--- config.mk ---
export PLATFORM = sky130hd
export DESIGN_NAME = mwgpio_ctrl
export DESIGN_NICKNAME = d
export VERILOG_FILES = /design/src/rtl/mwgpio_pkg.sv /design/src/rtl/mwgpio_addr_dec.sv /design/src/rtl/mwgpio_sync.sv /design/src/rtl/mwgpio_bank.sv /design/src/rtl/mwgpio_ctrl.sv
export SDC_FILE = /design/constraint.sdc
export NUM_CORES = 2
export LEC_CHECK = 0
export BUFFER_PORTS_ARGS = -buffer_cell sky130_fd_sc_hd__buf_4
export CORE_AREA = 2 2 510 512
export DETAILED_ROUTE_END_ITERATION = 7
export DIE_AREA = 0 0 512 514
export SLEW_MARGIN = 20
export SYNTH_ARGS = -nofsm -noshare
export SYNTH_HDL_FRONTEND = slang
export SYNTH_SLANG_ARGS = --single-unit
--- constraint.sdc ---
create_clock -name clk -period 2.3 [get_ports clk]
set_input_delay 0.46 -clock clk [delete_from_list [all_inputs] [get_ports clk]]
set_output_delay 0.46 -clock clk [all_outputs]
set_load 0.005 [all_outputs]
--- src/rtl/mwgpio_pkg.sv ---
package mwgpio_pkg;
   localparam int PINS_PER_BANK   = 8;
   localparam int BANKS_PER_GROUP = 4;
   localparam int KIND_LSB        = 11;
   localparam int GROUP_LSB       = 8;
   localparam int BASE_ADDR_W     = 14;

   typedef enum logic [2:0] {
      REG_CFG  = 3'd0,
      REG_OE   = 3'd1,
      REG_OUT  = 3'd2,
      REG_IN   = 3'd3,
      REG_MOE  = 3'd4,
      REG_MOUT = 3'd5,
      REG_RSV6 = 3'd6,
      REG_RSV7 = 3'd7
   } reg_kind_e;

   function automatic logic [7:0] masked_merge(input logic [7:0] cur, input logic [15:0] wd);
      return (cur & ~wd[15:8]) | (wd[7:0] & wd[15:8]);
   endfunction
endpackage

--- src/rtl/mwgpio_addr_dec.sv ---
module mwgpio_addr_dec
   import mwgpio_pkg::*;
#(
   parameter int ADDR_W    = 14,
   parameter int NUM_BANKS = 31,
   localparam int BANK_W   = 5
) (
   input  logic [ADDR_W-1:0] addr,
   output logic              hit,
   output logic [BANK_W-1:0] bank,
   output reg_kind_e         kind
);
   logic upper_zero;

   generate
      if (ADDR_W < BASE_ADDR_W) begin : g_bad_addr
         $error("mwgpio_addr_dec: ADDR_W must be at least 14");
      end
      if (ADDR_W > BASE_ADDR_W) begin : g_upper
         assign upper_zero = (addr[ADDR_W-1:BASE_ADDR_W] == '0);
      end else begin : g_no_upper
         assign upper_zero = 1'b1;
      end
   endgenerate

   always_comb begin
      kind = reg_kind_e'(addr[KIND_LSB +: 3]);
      bank = {addr[GROUP_LSB +: 3], addr[3:2]};
      hit  = upper_zero
          && (addr[1:0] == 2'b00)
          && (addr[7:4] == 4'h0)
          && (kind <= REG_MOUT)
          && (int'(bank) < NUM_BANKS);
   end
endmodule

--- src/rtl/mwgpio_sync.sv ---
module mwgpio_sync #(
   parameter int WIDTH  = 8,
   parameter int STAGES = 2
) (
   input  logic             clk,
   input  logic             rst_n,
   input  logic [WIDTH-1:0] d,
   output logic [WIDTH-1:0] q
);
   logic [WIDTH-1:0] chain [STAGES];

   generate
      if (STAGES < 1) begin : g_bad
         $error("mwgpio_sync: STAGES must be at least 1");
      end
      for (genvar s = 0; s < STAGES; s++) begin : g_stage
         always_ff @(posedge clk or negedge rst_n) begin
            if (!rst_n)      chain[s] <= '0;
            else if (s == 0) chain[s] <= d;
            else             chain[s] <= chain[(s == 0) ? 0 : s-1];
         end
      end
   endgenerate

   assign q = chain[STAGES-1];
endmodule

--- src/rtl/mwgpio_bank.sv ---
module mwgpio_bank
   import mwgpio_pkg::*;
(
   input  logic        clk,
   input  logic        rst_n,
   input  logic        wr_en,
   input  reg_kind_e   kind,
   input  logic [15:0] wdata,
   output logic [7:0]  cfg_q,
   output logic [7:0]  oe_q,
   output logic [7:0]  out_q
);
   always_ff @(posedge clk or negedge rst_n) begin
      if (!rst_n) begin
         cfg_q <= '0;
         oe_q  <= '0;
         out_q <= '0;
      end else if (wr_en) begin
         case (kind)
            REG_CFG:  cfg_q <= wdata[7:0];
            REG_OE:   oe_q  <= wdata[7:0];
            REG_OUT:  out_q <= wdata[7:0];
            REG_MOE:  oe_q  <= masked_merge(oe_q, wdata);
            REG_MOUT: out_q <= masked_merge(out_q, wdata);
            default:  ;
         endcase
      end
   end

   assert_out_keep_R3: assert property (@(posedge clk) disable iff (!rst_n)
      (wr_en && kind == REG_MOUT) |=> (((out_q ^ $past(out_q)) & ~$past(wdata[15:8])) == 8'h00));

   assert_oe_keep_R4: assert property (@(posedge clk) disable iff (!rst_n)
      (wr_en && kind == REG_MOE) |=> (((oe_q ^ $past(oe_q)) & ~$past(wdata[15:8])) == 8'h00));

   assert_idle_hold_R9: assert property (@(posedge clk) disable iff (!rst_n)
      !wr_en |=> ($stable(cfg_q) && $stable(oe_q) && $stable(out_q)));

   assert_in_write_ignored_R8: assert property (@(posedge clk) disable iff (!rst_n)
      (wr_en && kind == REG_IN) |=> ($stable(cfg_q) && $stable(oe_q) && $stable(out_q)));
endmodule

--- src/rtl/mwgpio_ctrl.sv ---
module mwgpio_ctrl
   import mwgpio_pkg::*;
#(
   parameter int NUM_BANKS   = 31,
   parameter int ADDR_W      = 14,
   parameter int DATA_W      = 32,
   parameter int SYNC_STAGES = 2,
   localparam int NPINS      = NUM_BANKS * PINS_PER_BANK,
   localparam int BANK_W     = 5
) (
   input  logic              clk,
   input  logic              rst_n,
   input  logic              bus_sel,
   input  logic              bus_we,
   input  logic [ADDR_W-1:0] bus_addr,
   input  logic [DATA_W-1:0] bus_wdata,
   output logic [DATA_W-1:0] bus_rdata,
   output logic              bus_rvalid,
   input  logic [NPINS-1:0]  pad_in,
   input  logic [NPINS-1:0]  sf_out,
   input  logic [NPINS-1:0]  sf_oe,
   output logic [NPINS-1:0]  pad_out,
   output logic [NPINS-1:0]  pad_oe
);
   generate
      if (NUM_BANKS < 1 || NUM_BANKS > 32) begin : g_bad_banks
         $error("mwgpio_ctrl: NUM_BANKS must be 1..32");
      end
      if (DATA_W < 16) begin : g_bad_data
         $error("mwgpio_ctrl: DATA_W must be at least 16");
      end
   endgenerate

   logic              dec_hit;
   logic [BANK_W-1:0] dec_bank;
   reg_kind_e         dec_kind;
   logic [NPINS-1:0]  pad_sync;
   logic [7:0]        cfg_q [NUM_BANKS];
   logic [7:0]        oe_q  [NUM_BANKS];
   logic [7:0]        out_q [NUM_BANKS];
   logic [7:0]        in_q  [NUM_BANKS];
   logic [7:0]        rd_byte;
   logic              rd_req;

   mwgpio_addr_dec #(.ADDR_W(ADDR_W), .NUM_BANKS(NUM_BANKS)) u_dec (
      .addr (bus_addr),
      .hit  (dec_hit),
      .bank (dec_bank),
      .kind (dec_kind)
   );

   mwgpio_sync #(.WIDTH(NPINS), .STAGES(SYNC_STAGES)) u_sync (
      .clk   (clk),
      .rst_n (rst_n),
      .d     (pad_in),
      .q     (pad_sync)
   );

   generate
      for (genvar b = 0; b < NUM_BANKS; b++) begin : g_bank
         logic       wr_b;
         logic [7:0] sel_gpio;

         assign wr_b = bus_sel && bus_we && dec_hit && (dec_bank == BANK_W'(b));

         mwgpio_bank u_bank (
            .clk   (clk),
            .rst_n (rst_n),
            .wr_en (wr_b),
            .kind  (dec_kind),
            .wdata (bus_wdata[15:0]),
            .cfg_q (cfg_q[b]),
            .oe_q  (oe_q[b]),
            .out_q (out_q[b])
         );

         assign in_q[b]   = pad_sync[b*PINS_PER_BANK +: PINS_PER_BANK];
         assign sel_gpio  = cfg_q[b];
         assign pad_out[b*PINS_PER_BANK +: PINS_PER_BANK] =
            (sel_gpio & out_q[b]) | (~sel_gpio & sf_out[b*PINS_PER_BANK +: PINS_PER_BANK]);
         assign pad_oe[b*PINS_PER_BANK +: PINS_PER_BANK] =
            (sel_gpio & oe_q[b]) | (~sel_gpio & sf_oe[b*PINS_PER_BANK +: PINS_PER_BANK]);
      end
   endgenerate

   assign rd_req = bus_sel && !bus_we;

   always_comb begin
      rd_byte = 8'h00;
      if (dec_hit) begin
         case (dec_kind)
            REG_CFG: rd_byte = cfg_q[dec_bank];
            REG_OE:  rd_byte = oe_q[dec_bank];
            REG_OUT: rd_byte = out_q[dec_bank];
            REG_IN:  rd_byte = in_q[dec_bank];
            default: rd_byte = 8'h00;
         endcase
      end
   end

   always_ff @(posedge clk or negedge rst_n) begin
      if (!rst_n) begin
         bus_rvalid <= 1'b0;
         bus_rdata  <= '0;
      end else begin
         bus_rvalid <= rd_req;
         if (rd_req) bus_rdata <= {{(DATA_W-8){1'b0}}, rd_byte};
      end
   end

   assert_rvalid_R10: assert property (@(posedge clk) disable iff (!rst_n)
      rd_req |=> bus_rvalid);

   assert_no_rvalid_R10: assert property (@(posedge clk) disable iff (!rst_n)
      !rd_req |=> !bus_rvalid);

   assert_unmapped_read_R9: assert property (@(posedge clk) disable iff (!rst_n)
      (rd_req && !dec_hit) |=> (bus_rdata == '0));

   assert_alias_read_zero_R8: assert property (@(posedge clk) disable iff (!rst_n)
      (rd_req && dec_hit && (dec_kind == REG_MOE || dec_kind == REG_MOUT)) |=> (bus_rdata == '0));

   assert_upper_zero_R5: assert property (@(posedge clk) disable iff (!rst_n)
      bus_rvalid |-> (bus_rdata[DATA_W-1:8] == '0));
endmodule

==> impl_metrics.yaml <==
run_status:
  outcome: "finished, violations left"
  violations: "setup timing"
global_routing:
  grt_pass1_vias: 49400
  antenna_found_initial: 176
  globalRouteTotalUtil_pct: 28.2
  grt-ovfl-total: 0
  grt_max_degree: 97
  global_route_wire_length_before_repair_um: 490000
setup_path:
  critical-path-top-cell-by-count: "sky130_fd_sc_hd__a21oi_1"
  signal_arrival_time_at_the_worst_endpoint_ns: 3.09
  critPathKind: "reg -> reg"
  crit_buf_inv: 1
  cell_type_group_with_the_largest_total_delay_on_the_critical_path: "simple AND/OR/NAND/NOR gates"
  timing.critical_path.cells: "mux4_2 > and2_1 > a211oi_2 > buf_4 > a21oi_1 > o211ai_1 > a21oi_1 > or3_1"
  crit_path_max_fo: 2
  max_stage_delay_ns: 0.54
  cp.required_ns: 3.00
  end_kind: "register"
  cpMaxStageDelayCell: "sky130_fd_sc_hd__mux4_2"
  critical_path.startpoint_type: "register"
logic_synthesis:
  cell_with_the_most_instances_after_synthesis: "sky130_fd_sc_hd__dfrtp_1"
  number_of_enable_type_register_cells_in_the_synthesized_netlist: 0
  synthMuxAreaShare_pct: 34.2
  synth_compound_gate_area_share_pct: 2.71
  syn_area_per_cell_um2: 13.9
  post_synth_xor_area_fraction_pct: 0.0153
  synth_simple_gate_area_share_pct: 6.14
  seq_area_frac_synth_pct: 54.8
  synth-main-ff-cell: "sky130_fd_sc_hd__dfrtp_1"
  synth_adder_area_share_pct: 0
  netlist.area_leader.share_pct: 54.8
  synthCells: 4110
  synth_cell_types: 58
  synthTopCellsByArea: "sky130_fd_sc_hd__dfrtp_1 55%, sky130_fd_sc_hd__mux2_2 24%, sky130_fd_sc_hd__mux4_2 7.4%"
  synth_top_family_by_area: "multiplexers"
  post_synth_most_frequent_cells: "1,249 x sky130_fd_sc_hd__dfrtp_1, 1,220 x sky130_fd_sc_hd__mux2_2, 424 x sky130_fd_sc_hd__nand2_1"
  synthDominantAreaCellType: "sky130_fd_sc_hd__dfrtp_1"
  yosys_warnings: 0
  syn-cell-area_um2: 57100
  asyncSetResetFlopFracSynth_pct: 100
  ys_ff_latch: 1249
timing:
  setup_viol: 19
  clock_skew_ns: 0.0554
  tightestPinTransition_ns: 1.08
  slew-limit-headroom_pct: 28.0
  timing_hold_violations_final: 0
  max_clock_freq_mhz: 419
  grt_setup_unrepaired: "true"
  fin_ws_ns: -0.0851
  timing_max_transition_violations_final: 0
  fin_crit_share_pct: 104
  post-route-min-period_ns: 2.39
detailed_routing:
  met3_length_um: 33700
  drt-pass1-iter-count: 6
  met1Wirelength_um: 149000
  drt_iter0_markers: 4858
  via_count: 48800
  residual_antenna_violating_net_count_after_detailed_routing: 0
  drt-vias-per-instance: 4.87
  detail_route.wl_per_cell_um: 38.1
  routed.top_layer: "met5"
  met2_wirelength_um: 176000
  post-route-drc-count: 0
  finalWirelength_um: 382000
min_path:
  min-delay-path-class: "in -> reg"
placed_design:
  io_buffer_count: 1282
  post-place-ws_ns: -1.14
  placed_cells_incl_taps: 9313
  dpl.hpwl_um: 311000
  placer_s_final_routability_congestion_estimate: 0.974
floorplanning:
  initial_utilization_pct: 22.1
  dieHeight_um: 514
  dieArea_um2: 263000
  num_io_pins: 1323
  core-area_um2: 258000
  fp-row-count: 187
  floorplan.die.width_um: 512
flow_run:
  max_cap_viol_count: 0
cells_and_area:
  stdcell_count: 10000
  multi_input_comb_area_um2: 27100
  fin_nets: 7213
  flow.area_growth_from_synthesis_pct: 59.0
  layout.area.seq_um2: 31400
  num-fill-cells: 25100
  post_route_cells_drive_above_1_share_pct: 62.1
clock_network:
  cts.htree.levels: 4
  tritoncts: "yes"
  cts-buffers-inserted: 150
  ctsLongestPathBuffers: 3
  clk_pin_slew_worst_paths_ns: 0.06
  clockRootBuffer: "sky130_fd_sc_hd__clkbuf_16"
  clock_insertion_delay_worst_skew_ns: 0.86
  tritoncts_num_sinks: 1249
power_and_ir_drop:
  cellLeakagePower_nw: 42.7
  fin_total_pwr_mw: 54.9
  p_per_area_nw_per_um2: 605
  vdd.ir_drop.worst_v: 0.000754
[through the flow]
step	TNS, ns	hold WS [ns]	util [%]	area, um2
2_1_floorplan	-141.75	0.164	-	58200
3_3_place_gp	-490.57	0.333	30.6	79100
3_5_place_dp	-479.70	0.335	30.6	79100
4_1_cts	-6.76	0.0544	35.0	90300
5_1_grt	-3.53	0.129	35.1	90700
6_report	-0.418	0.132	35.2	90800
[final cells by class]
cell class / instances / area share, %
multi-input cells: 2610 / 29.9
repair buffers: 2402 / 24.9
diodes: 77 / 0.212
flip-flops and latches: 1249 / 34.6
well taps: 3402 / 4.69
inverters: 6 / 0.0248
clock buffers: 192 / 4.54
clock inverters: 73 / 1.14
[cell usage in the layout, fill, tap and decap left out, drive strengths merged, types with 23 or more instances in the layout]
master and n:
dfrtp 1249, mux2i 125, clkinv 36, buf 2153, mux4 188, mux2 1249, diode 77, nor2 259
nor3 23, o21ai 31, o221ai 24, a21oi 50, clkbuf 192, conb 24, nand2 431, dlygate4sd3 249
a22oi 23
[per-layer routing]
metal	GRT usage [%]	vias up
li1	-	19600
met1	34.3	25400
met2	44.8	2944
met3	8.36	741
met4	15.5	76
met5	0.311	-
[report_power, final]
| part | total, mW | switching, mW | internal, mW |
|---|---|---|---|
| logic | 6.96 | 3.59 | 3.38 |
| clock network | 25.3 | 10.7 | 14.6 |
| registers | 22.6 | 0.160 | 22.4 |
| total | 54.9 | 14.4 | 40.4 |
[worst register-to-register path: cells and delay by family (launching register included)]
family,cells,cell delay (ns)
buf+inv,1,0.16
mux,1,0.54
simple gates,2,0.56
flops,1,0.42
compound gates,4,0.55
[cell families after synthesis]
logic type,Yosys count
DFF,1249
buffers and inverters,274
muxes,1562
other,1
xor gates and xnor gates,1
AOI/OAI and AO/OA,222
and+or+nand+nor,801
[repair_timing]
action                     in CTS  in global routing
gates resized for setup       809                 60
pin swaps                       4                 16
setup endpoints to repair     426                193
hold buffers                  249                  0
buffers inserted              135                 17
hold endpoints to repair      582                  0
[final timing paths]
path / from / endpoint / slack (ns) / cells after the start
hold / removal: bus_wdata[11] / register / 0.13 / 4
min in group asynchronous: rst_n / g_bank[2].u_bank.cfg_q[7] / 0.26 / 2
hold reg to reg: u_sync.chain[354] / u_sync.q[106] / 0.32 / 0
setup reg to reg: register / bus_rdata[0] / -0.09 / 8
setup / recovery: register / bus_rdata[0] / -0.09 / 8
max in group asynchronous: rst_n / g_bank[17].u_bank.cfg_q[2] / 0.98 / 3
Power figures use the tool's default switching activity.
